<file path="src/rtl/rlp_pkg.sv">
package rlp_pkg;

    localparam logic [2:0] UCMD_PWRDN   = 3'b101;
    localparam logic [2:0] UCMD_SELFREF = 3'b110;

    typedef enum logic [3:0] {
        S_IDLE,
        S_REQ,
        S_DISP,
        S_PRE,
        S_WAIT_RP,
        S_REF,
        S_WAIT_RFC,
        S_SRE,
        S_SR,
        S_PD,
        S_WAKE
    } sched_state_e;

    typedef enum logic [1:0] {
        M_NORMAL,
        M_PD,
        M_SR
    } lp_mode_e;

    typedef enum logic [1:0] {
        G_NONE,
        G_PD,
        G_SR
    } lp_goal_e;

    typedef struct packed {
        logic ras_n;
        logic cas_n;
        logic we_n;
        logic a10;
        logic cke;
    } mem_pins_t;

    // Pin pattern driven in each scheduler state.
    function automatic mem_pins_t pins_for(input sched_state_e s);
        mem_pins_t p;
        p = '{ras_n: 1'b1, cas_n: 1'b1, we_n: 1'b1, a10: 1'b0, cke: 1'b1};
        case (s)
            S_PRE: begin
                p.ras_n = 1'b0;
                p.we_n  = 1'b0;
                p.a10   = 1'b1;
            end
            S_REF: begin
                p.ras_n = 1'b0;
                p.cas_n = 1'b0;
            end
            S_SRE: begin
                p.ras_n = 1'b0;
                p.cas_n = 1'b0;
                p.cke   = 1'b0;
            end
            S_SR, S_PD: p.cke = 1'b0;
            default: ;
        endcase
        return p;
    endfunction

    function automatic logic [15:0] max2(input logic [15:0] a, input logic [15:0] b);
        return (a > b) ? a : b;
    endfunction

endpackage

</file>
<file path="src/rtl/rlp_interval_ctr.sv">
module rlp_interval_ctr #(
    parameter int W = 16
) (
    input  logic         clk,
    input  logic         rst,
    input  logic [W-1:0] limit,
    input  logic         clear,
    input  logic         hold,
    output logic         due
);
    localparam logic [W-1:0] SAT = '1;

    logic [W-1:0] cnt;

    always_ff @(posedge clk) begin
        if (rst || clear || hold) begin
            cnt <= '0;
        end else if (cnt != SAT) begin
            cnt <= cnt + W'(1);
        end
    end

    // Owed once limit cycles have elapsed since the last clear.
    assign due = ((W+1)'(cnt) + (W+1)'(1)) >= (W+1)'(limit);

endmodule

</file>
<file path="src/rtl/rlp_delay_tmr.sv">
module rlp_delay_tmr #(
    parameter int W = 4
) (
    input  logic         clk,
    input  logic         rst,
    input  logic         load,
    input  logic [W-1:0] load_val,
    output logic         done
);
    logic [W-1:0] cnt;

    always_ff @(posedge clk) begin
        if (rst) begin
            cnt <= '0;
        end else if (load) begin
            cnt <= (load_val == '0) ? '0 : load_val - W'(1);
        end else if (cnt != '0) begin
            cnt <= cnt - W'(1);
        end
    end

    assign done = (cnt <= W'(1));

endmodule

</file>
<file path="src/rtl/rlp_mode_track.sv">
module rlp_mode_track
    import rlp_pkg::*;
(
    input  logic       clk,
    input  logic       rst,
    input  logic       ucmd_vld,
    input  logic [2:0] ucmd,
    input  logic       ev_pd_enter,
    input  logic       ev_sr_enter,
    input  logic       ev_pd_leave,
    output lp_mode_e   mode,
    output lp_goal_e   goal,
    output logic       leave
);
    always_ff @(posedge clk) begin
        if (rst) begin
            mode  <= M_NORMAL;
            goal  <= G_NONE;
            leave <= 1'b0;
        end else if (ev_pd_enter) begin
            mode  <= M_PD;
            goal  <= G_NONE;
            leave <= 1'b0;
        end else if (ev_sr_enter) begin
            mode <= M_SR;
            goal <= G_NONE;
        end else if (ev_pd_leave) begin
            mode  <= M_NORMAL;
            leave <= 1'b0;
        end else if (ucmd_vld) begin
            case (mode)
                M_NORMAL: begin
                    if (goal == G_NONE) begin
                        if (ucmd == UCMD_PWRDN) begin
                            goal <= G_PD;
                        end else if (ucmd == UCMD_SELFREF) begin
                            goal <= G_SR;
                        end
                    end
                end
                M_PD: begin
                    if (ucmd == UCMD_PWRDN) begin
                        leave <= 1'b1;
                    end
                end
                M_SR: begin
                    if (ucmd == UCMD_SELFREF) begin
                        mode <= M_NORMAL;
                    end
                end
                default: ;
            endcase
        end
    end

endmodule

</file>
<file path="src/rtl/rlp_scheduler.sv">
module rlp_scheduler
    import rlp_pkg::*;
#(
    parameter int INTERVAL_W = 16,
    parameter int TIME_W     = 4,
    parameter int EXIT_NOPS  = 2
) (
    input  logic                  clk,
    input  logic                  rst,
    input  logic                  ucmd_vld,
    input  logic [2:0]            ucmd,
    input  logic [INTERVAL_W-1:0] cfg_ref_interval,
    input  logic [TIME_W-1:0]     cfg_trp,
    input  logic [TIME_W-1:0]     cfg_trfc,
    input  logic [TIME_W-1:0]     cfg_trc,
    input  logic                  bus_gnt,
    output logic                  bus_req,
    output logic                  mem_cke,
    output logic                  mem_ras_n,
    output logic                  mem_cas_n,
    output logic                  mem_we_n,
    output logic                  mem_a10,
    output logic                  in_powerdown,
    output logic                  in_selfrefresh
);
    localparam logic [TIME_W-1:0] EXIT_V = TIME_W'(EXIT_NOPS);

    sched_state_e st, nxt;
    lp_mode_e     mode;
    lp_goal_e     goal;
    logic         leave;
    logic         due;
    logic         tmr_done;
    logic         tmr_load;
    logic [TIME_W-1:0] tmr_val;
    logic         ctr_clear;
    logic         ev_pd_enter, ev_sr_enter, ev_pd_leave;
    logic [TIME_W-1:0] rfc_wait;
    mem_pins_t    pins;

    assign rfc_wait = TIME_W'(max2(16'(cfg_trfc), 16'(cfg_trc)));

    rlp_interval_ctr #(.W(INTERVAL_W)) u_ivl (
        .clk   (clk),
        .rst   (rst),
        .limit (cfg_ref_interval),
        .clear (ctr_clear),
        .hold  (mode == M_SR),
        .due   (due)
    );

    rlp_delay_tmr #(.W(TIME_W)) u_tmr (
        .clk      (clk),
        .rst      (rst),
        .load     (tmr_load),
        .load_val (tmr_val),
        .done     (tmr_done)
    );

    rlp_mode_track u_mode (
        .clk         (clk),
        .rst         (rst),
        .ucmd_vld    (ucmd_vld),
        .ucmd        (ucmd),
        .ev_pd_enter (ev_pd_enter),
        .ev_sr_enter (ev_sr_enter),
        .ev_pd_leave (ev_pd_leave),
        .mode        (mode),
        .goal        (goal),
        .leave       (leave)
    );

    always_comb begin
        nxt         = st;
        tmr_load    = 1'b0;
        tmr_val     = '0;
        ctr_clear   = 1'b0;
        ev_pd_enter = 1'b0;
        ev_sr_enter = 1'b0;
        ev_pd_leave = 1'b0;
        case (st)
            S_IDLE: begin
                if (due || goal != G_NONE) nxt = S_REQ;
            end
            S_REQ: begin
                if (bus_gnt) nxt = S_DISP;
            end
            S_DISP: begin
                if (due) begin
                    nxt = S_PRE;
                end else if (mode == M_PD && leave) begin
                    ev_pd_leave = 1'b1;
                    nxt         = S_IDLE;
                end else if (mode == M_PD) begin
                    nxt = S_PD;
                end else if (goal == G_PD) begin
                    ev_pd_enter = 1'b1;
                    nxt         = S_PD;
                end else if (goal == G_SR) begin
                    nxt = S_PRE;
                end else begin
                    nxt = S_IDLE;
                end
            end
            S_PRE: begin
                tmr_load = 1'b1;
                tmr_val  = cfg_trp;
                nxt      = S_WAIT_RP;
            end
            S_WAIT_RP: begin
                if (tmr_done) nxt = (goal == G_SR && !due) ? S_SRE : S_REF;
            end
            S_REF: begin
                tmr_load  = 1'b1;
                tmr_val   = rfc_wait;
                ctr_clear = 1'b1;
                nxt       = S_WAIT_RFC;
            end
            S_WAIT_RFC: begin
                if (tmr_done) nxt = S_DISP;
            end
            S_SRE: begin
                ctr_clear   = 1'b1;
                ev_sr_enter = 1'b1;
                nxt         = S_SR;
            end
            S_SR: begin
                if (mode != M_SR) begin
                    tmr_load = 1'b1;
                    tmr_val  = EXIT_V;
                    nxt      = S_WAKE;
                end
            end
            S_PD: begin
                if (due || leave) begin
                    tmr_load = 1'b1;
                    tmr_val  = EXIT_V;
                    nxt      = S_WAKE;
                end
            end
            S_WAKE: begin
                if (tmr_done) nxt = S_DISP;
            end
            default: nxt = S_IDLE;
        endcase
    end

    always_ff @(posedge clk) begin
        if (rst) st <= S_IDLE;
        else     st <= nxt;
    end

    assign pins           = pins_for(st);
    assign mem_cke        = pins.cke;
    assign mem_ras_n      = pins.ras_n;
    assign mem_cas_n      = pins.cas_n;
    assign mem_we_n       = pins.we_n;
    assign mem_a10        = pins.a10;
    assign bus_req        = (st != S_IDLE);
    assign in_powerdown   = (mode == M_PD);
    assign in_selfrefresh = (mode == M_SR);

endmodule

</file>
<file path="config.mk">
export PLATFORM = sky130hd
export DESIGN_NAME = rlp_scheduler
export DESIGN_NICKNAME = d
export VERILOG_FILES = /design/src/rtl/rlp_pkg.sv /design/src/rtl/rlp_interval_ctr.sv /design/src/rtl/rlp_delay_tmr.sv /design/src/rtl/rlp_mode_track.sv /design/src/rtl/rlp_scheduler.sv
export SDC_FILE = /design/constraint.sdc
export NUM_CORES = 1
export LEC_CHECK = 0
export ABC_AREA = 1
export BUFFER_PORTS_ARGS = -buffer_cell sky130_fd_sc_hd__buf_2
export CAP_MARGIN = 30
export CORE_MARGIN = 4
export CORE_UTILIZATION = 50
export DETAILED_ROUTE_END_ITERATION = 6
export MAX_ROUTING_LAYER = met4
export PLACE_DENSITY = 0.73
export SYNTH_ARGS = -nofsm -noshare
export SYNTH_HDL_FRONTEND = slang
export SYNTH_SLANG_ARGS = --single-unit
</file>
<file path="constraint.sdc">
create_clock -name clk -period 6.4 [get_ports clk]
set_input_delay 1.28 -clock clk [delete_from_list [all_inputs] [get_ports clk]]
set_output_delay 1.28 -clock clk [all_outputs]
set_load 0.05 [all_outputs]
</file>
==> flow_summary.json <==
{
  "vias": 2590,
  "crit_slowest_cell": "dfxtp_1",
  "ant_nets": 0,
  "num_antenna_cells": 0,
  "setup_viol": 0,
  "first_global_vias": 2469,
  "final_nets": 516,
  "min_period_over_period_pct": 49.93,
  "grt-busiest-layer": "met2",
  "fillers": 506,
  "area_delta_synth_final_pct": 15.26,
  "place.gp.congestion": 0.9040,
  "total_power_uw": 595.5,
  "fp.dieW_um": 80.34,
  "cts_tree": "done",
  "routed_wl_mm": 5.837,
  "grt_max_degree": 12,
  "post-route-min-period_ns": 3.195,
  "ios": 43,
  "end_kind": "flip-flop",
  "max_stage_delay_ns": 0.40,
  "holdPathStages": 2,
  "rsz0062_at_grt": "false",
  "holdPathEnd": "st[2]",
  "cts.repair.resized": 0,
  "p_leak_nw": 1.656,
  "cts_made_buffers": 5,
  "synth_top_area_share_pct": 22.19,
  "finalClockSkew_ns": 0.006386,
  "wl_per_cell_um": 11.14,
  "synth.area.top_cells": "dfxtp_1 22%, ha_1 13%, inv_1 12%",
  "worstMarginPinSlew_ns": 0.6741,
  "yosysUniqueCellTypes": 36,
  "rrSetupSlack_ns": 3.20,
  "grt_pass1_wl_mm": 10.06,
  "worstHoldStart": "st[2]",
  "grt_overflow": 0,
  "slew_viol_final": 0,
  "status": "complete, no violations",
  "ys_seq_elements": 29,
  "utilization_pct": 59.42,
  "drv_cap": 0,
  "antenna_found_initial": 0,
  "required_ns": 6.62,
  "pwr_density_cell_mw_per_mm2": 197.5,
  "dr.pass1.iters": 4,
  "synth_cells": 406,
  "cts.htree.levels": 2,
  "coreArea_mm2": 0.005075,
  "post_cts_buffers": 0,
  "clock_sinks": 29,
  "rows": 26,
  "ir_drop_mv": 0.1825,
  "portBuffers": 42,
  "min_path_type": "flip-flop to flip-flop",
  "synth_warnings": 0,
  "path_max_fanout": 7,
  "crit_arrival_ns": 3.41,
  "drc": 0,
  "hold_violations": 0,
  "cts_hold_buf": 0,
  "grtUsageMet3_pct": 3.363,
  "r2r_start": "u_ivl.cnt[0]",
  "dieArea_mm2": 0.006454,
  "syn_area_mm2": 0.002616,
  "hpwl_mm": 4.851,
  "reg2reg_depth": 19,
  "fin_tns_setup_ns": 0,
  "synth_area_leader_cell": "dfxtp_1",
  "start_util_pct": 51.55,
  "reg2reg_to": "u_mode.goal[1]",
  "crit_chain": "ha_1 -> nand2_2 -> nor2_4 -> nand2_4 -> nor3_1 -> xor2_1 -> inv_1 -> ha_1 -> nand2_1 -> nor3_1 -> nand2_1 -> nand2_1 -> nor2_2 -> nand2_2 -> inv_4 -> nand4_2 -> nand2_1 -> or2_1 -> a21oi_2",
  "drtIter0Drc": 88,
  "synth.avg_cell_area_um2": 6.444,
  "die_height_um": 80.34,
  "crit_top_cell": "nand2_1",
  "grt_use_total_pct": 19.83,
  "crit_type": "flip-flop to flip-flop",
  "startpoint_type": "flip-flop",
  "seq_area_frac_synth_pct": 22.19,
  "maxSlewHeadroom_pct": 54.72,
  "grt_use_met1_pct": 22.12,
  "syn-num-nets": 469,
  "drive_above_1_share_pct": 16.30,
  "insertion_delay_ns": 0.28,
  "via_per_inst": 4.943,
  "clockRootBuffer": "clkbuf_8",
  "maxClockFrequency_mhz": 312.9,
  "met2_usage_pct": 36.59,
  "clockBufferDepth": 2,
  "path_clk_slew_ns": 0.07
}
==> Yosys cell counts, drive strengths merged <==
cell type	n
o21ai	21
inv	86
xor2	11
clkinv	1
nand4	8
o311a	1
clkbuf	1
a21o	1
nand3	19
xnor2	2
or2	3
dfxtp	29
nand3b	4
buf	1
nand2	87
nor3	5
o22ai	1
o211ai	3
ha	28
nor3b	1
o21bai	3
nor2	63
a21oi	25
a31oi	2
==> routing by layer <==
layer | routed length, um | vias to the layer above
met3 | 254 | 7
met4 | 62 | 0
met2 | 3000 | 55
met1 | 2520 | 1163
li1 | - | 1365
met5 | 0 | -
==> logic make-up (layout without fill, tap and decap cells) <==
logic type | count (synthesis) | after routing | share of synthesized area [%]
adder cells (fa/ha/maj) | 28 | 28 | 13.39
XOR/XNOR | 13 | 13 | 4.352
buffers and inverters | 89 | 137 | 13.15
AO/OA/AOI/OAI | 57 | 57 | 12.20
flip-flops | 29 | 29 | 22.19
AND/OR/NAND/NOR | 190 | 190 | 34.72
==> state kept, by name (all words and copies together), names as in the netlist <==
signal	cells
u_tmr.cnt	4
u_mode.goal	2
u_ivl.cnt	16
u_mode.mode	2
st	4
u_mode.leave	1
==> worst max-delay path, delay by kind of cell (launching register included) <==
kind / cells / cell delay (ns)
DFF: 1 / 0.40
adders and majority gates: 2 / 0.51
buffers and inverters: 2 / 0.12
AOI/OAI and AO/OA: 1 / 0.10
xor gates and xnor gates: 1 / 0.22
and+or+nand+nor: 13 / 1.78
==> placed cells by master, fill, tap and decap left out <==
master,instances
a21o_1,1
a21oi_1,24
a21oi_2,1
a31oi_1,2
buf_2,42
bufinv_16,1
clkbuf_1,1
clkbuf_8,6
clkinv_1,1
dfxtp_1,29
ha_1,28
inv_1,85
inv_4,1
nand2_1,80
nand2_2,5
nand2_4,2
nand3_1,16
nand3_2,1
nand3_4,2
nand3b_1,4
nand4_1,5
nand4_2,3
nor2_1,56
nor2_2,2
nor2_4,5
nor3_1,5
nor3b_1,1
o211ai_1,3
o21ai_0,16
o21ai_1,4
o21ai_2,1
o21bai_1,3
o22ai_1,1
o311a_1,1
or2_1,1
or2_2,2
xnor2_1,2
xor2_1,11
==> power breakdown <==
group / total, mW / leakage (nW) / switching (mW) / internal [mW]
clock: 0.199 / 0.0585 / 0.0719 / 0.127
combinational: 0.183 / 1.36 / 0.107 / 0.0759
sequential: 0.214 / 0.236 / 0.0169 / 0.197
total: 0.595 / 1.66 / 0.196 / 0.400
==> layout make-up <==
| type | instances | area [um^2] | share of cell area, % |
|---|---|---|---|
| sequential | 29 | 580.6 | 19.25 |
| inverter | 87 | 329.1 | 10.91 |
| timing repair buffer | 42 | 210.2 | 6.971 |
| tap | 70 | 87.58 | 2.905 |
| multi-input combinational | 288 | 1692 | 56.10 |
| clock inverter | 1 | 30.03 | 0.9959 |
| clock buffer | 7 | 86.33 | 2.863 |
==> per-stage QoR <==
stage | cells | hold WS, ns | setup slack [ns] | area (um^2)
finish | 524 | 0.4929 | 3.205 | 3015
global route | 524 | 0.5012 | 2.970 | 3015
CTS | 524 | 0.4930 | 3.209 | 3015
detailed placement | 516 | 0.4785 | 3.237 | 2899
global placement | 516 | 0.4755 | 3.237 | 2899
floorplan | 406 | 0.4519 | 3.339 | 2616
==> worst max-delay path by stage <==
stage                                    start             end  slack, ns  depth (start not counted)
after global placement    cfg_ref_interval[12]  u_mode.goal[1]       3.24                         14
final                             u_ivl.cnt[0]  u_mode.goal[1]       3.20                         19
after detailed placement  cfg_ref_interval[12]  u_mode.goal[1]       3.24                         14
after floorplan                          st[3]        mem_we_n       3.34                          4
after CTS                         u_ivl.cnt[0]  u_mode.goal[1]       3.21                         19
after global routing              u_ivl.cnt[0]  u_mode.goal[0]       2.97                         19
No activity file was read; power rests on OpenSTA's default activity.
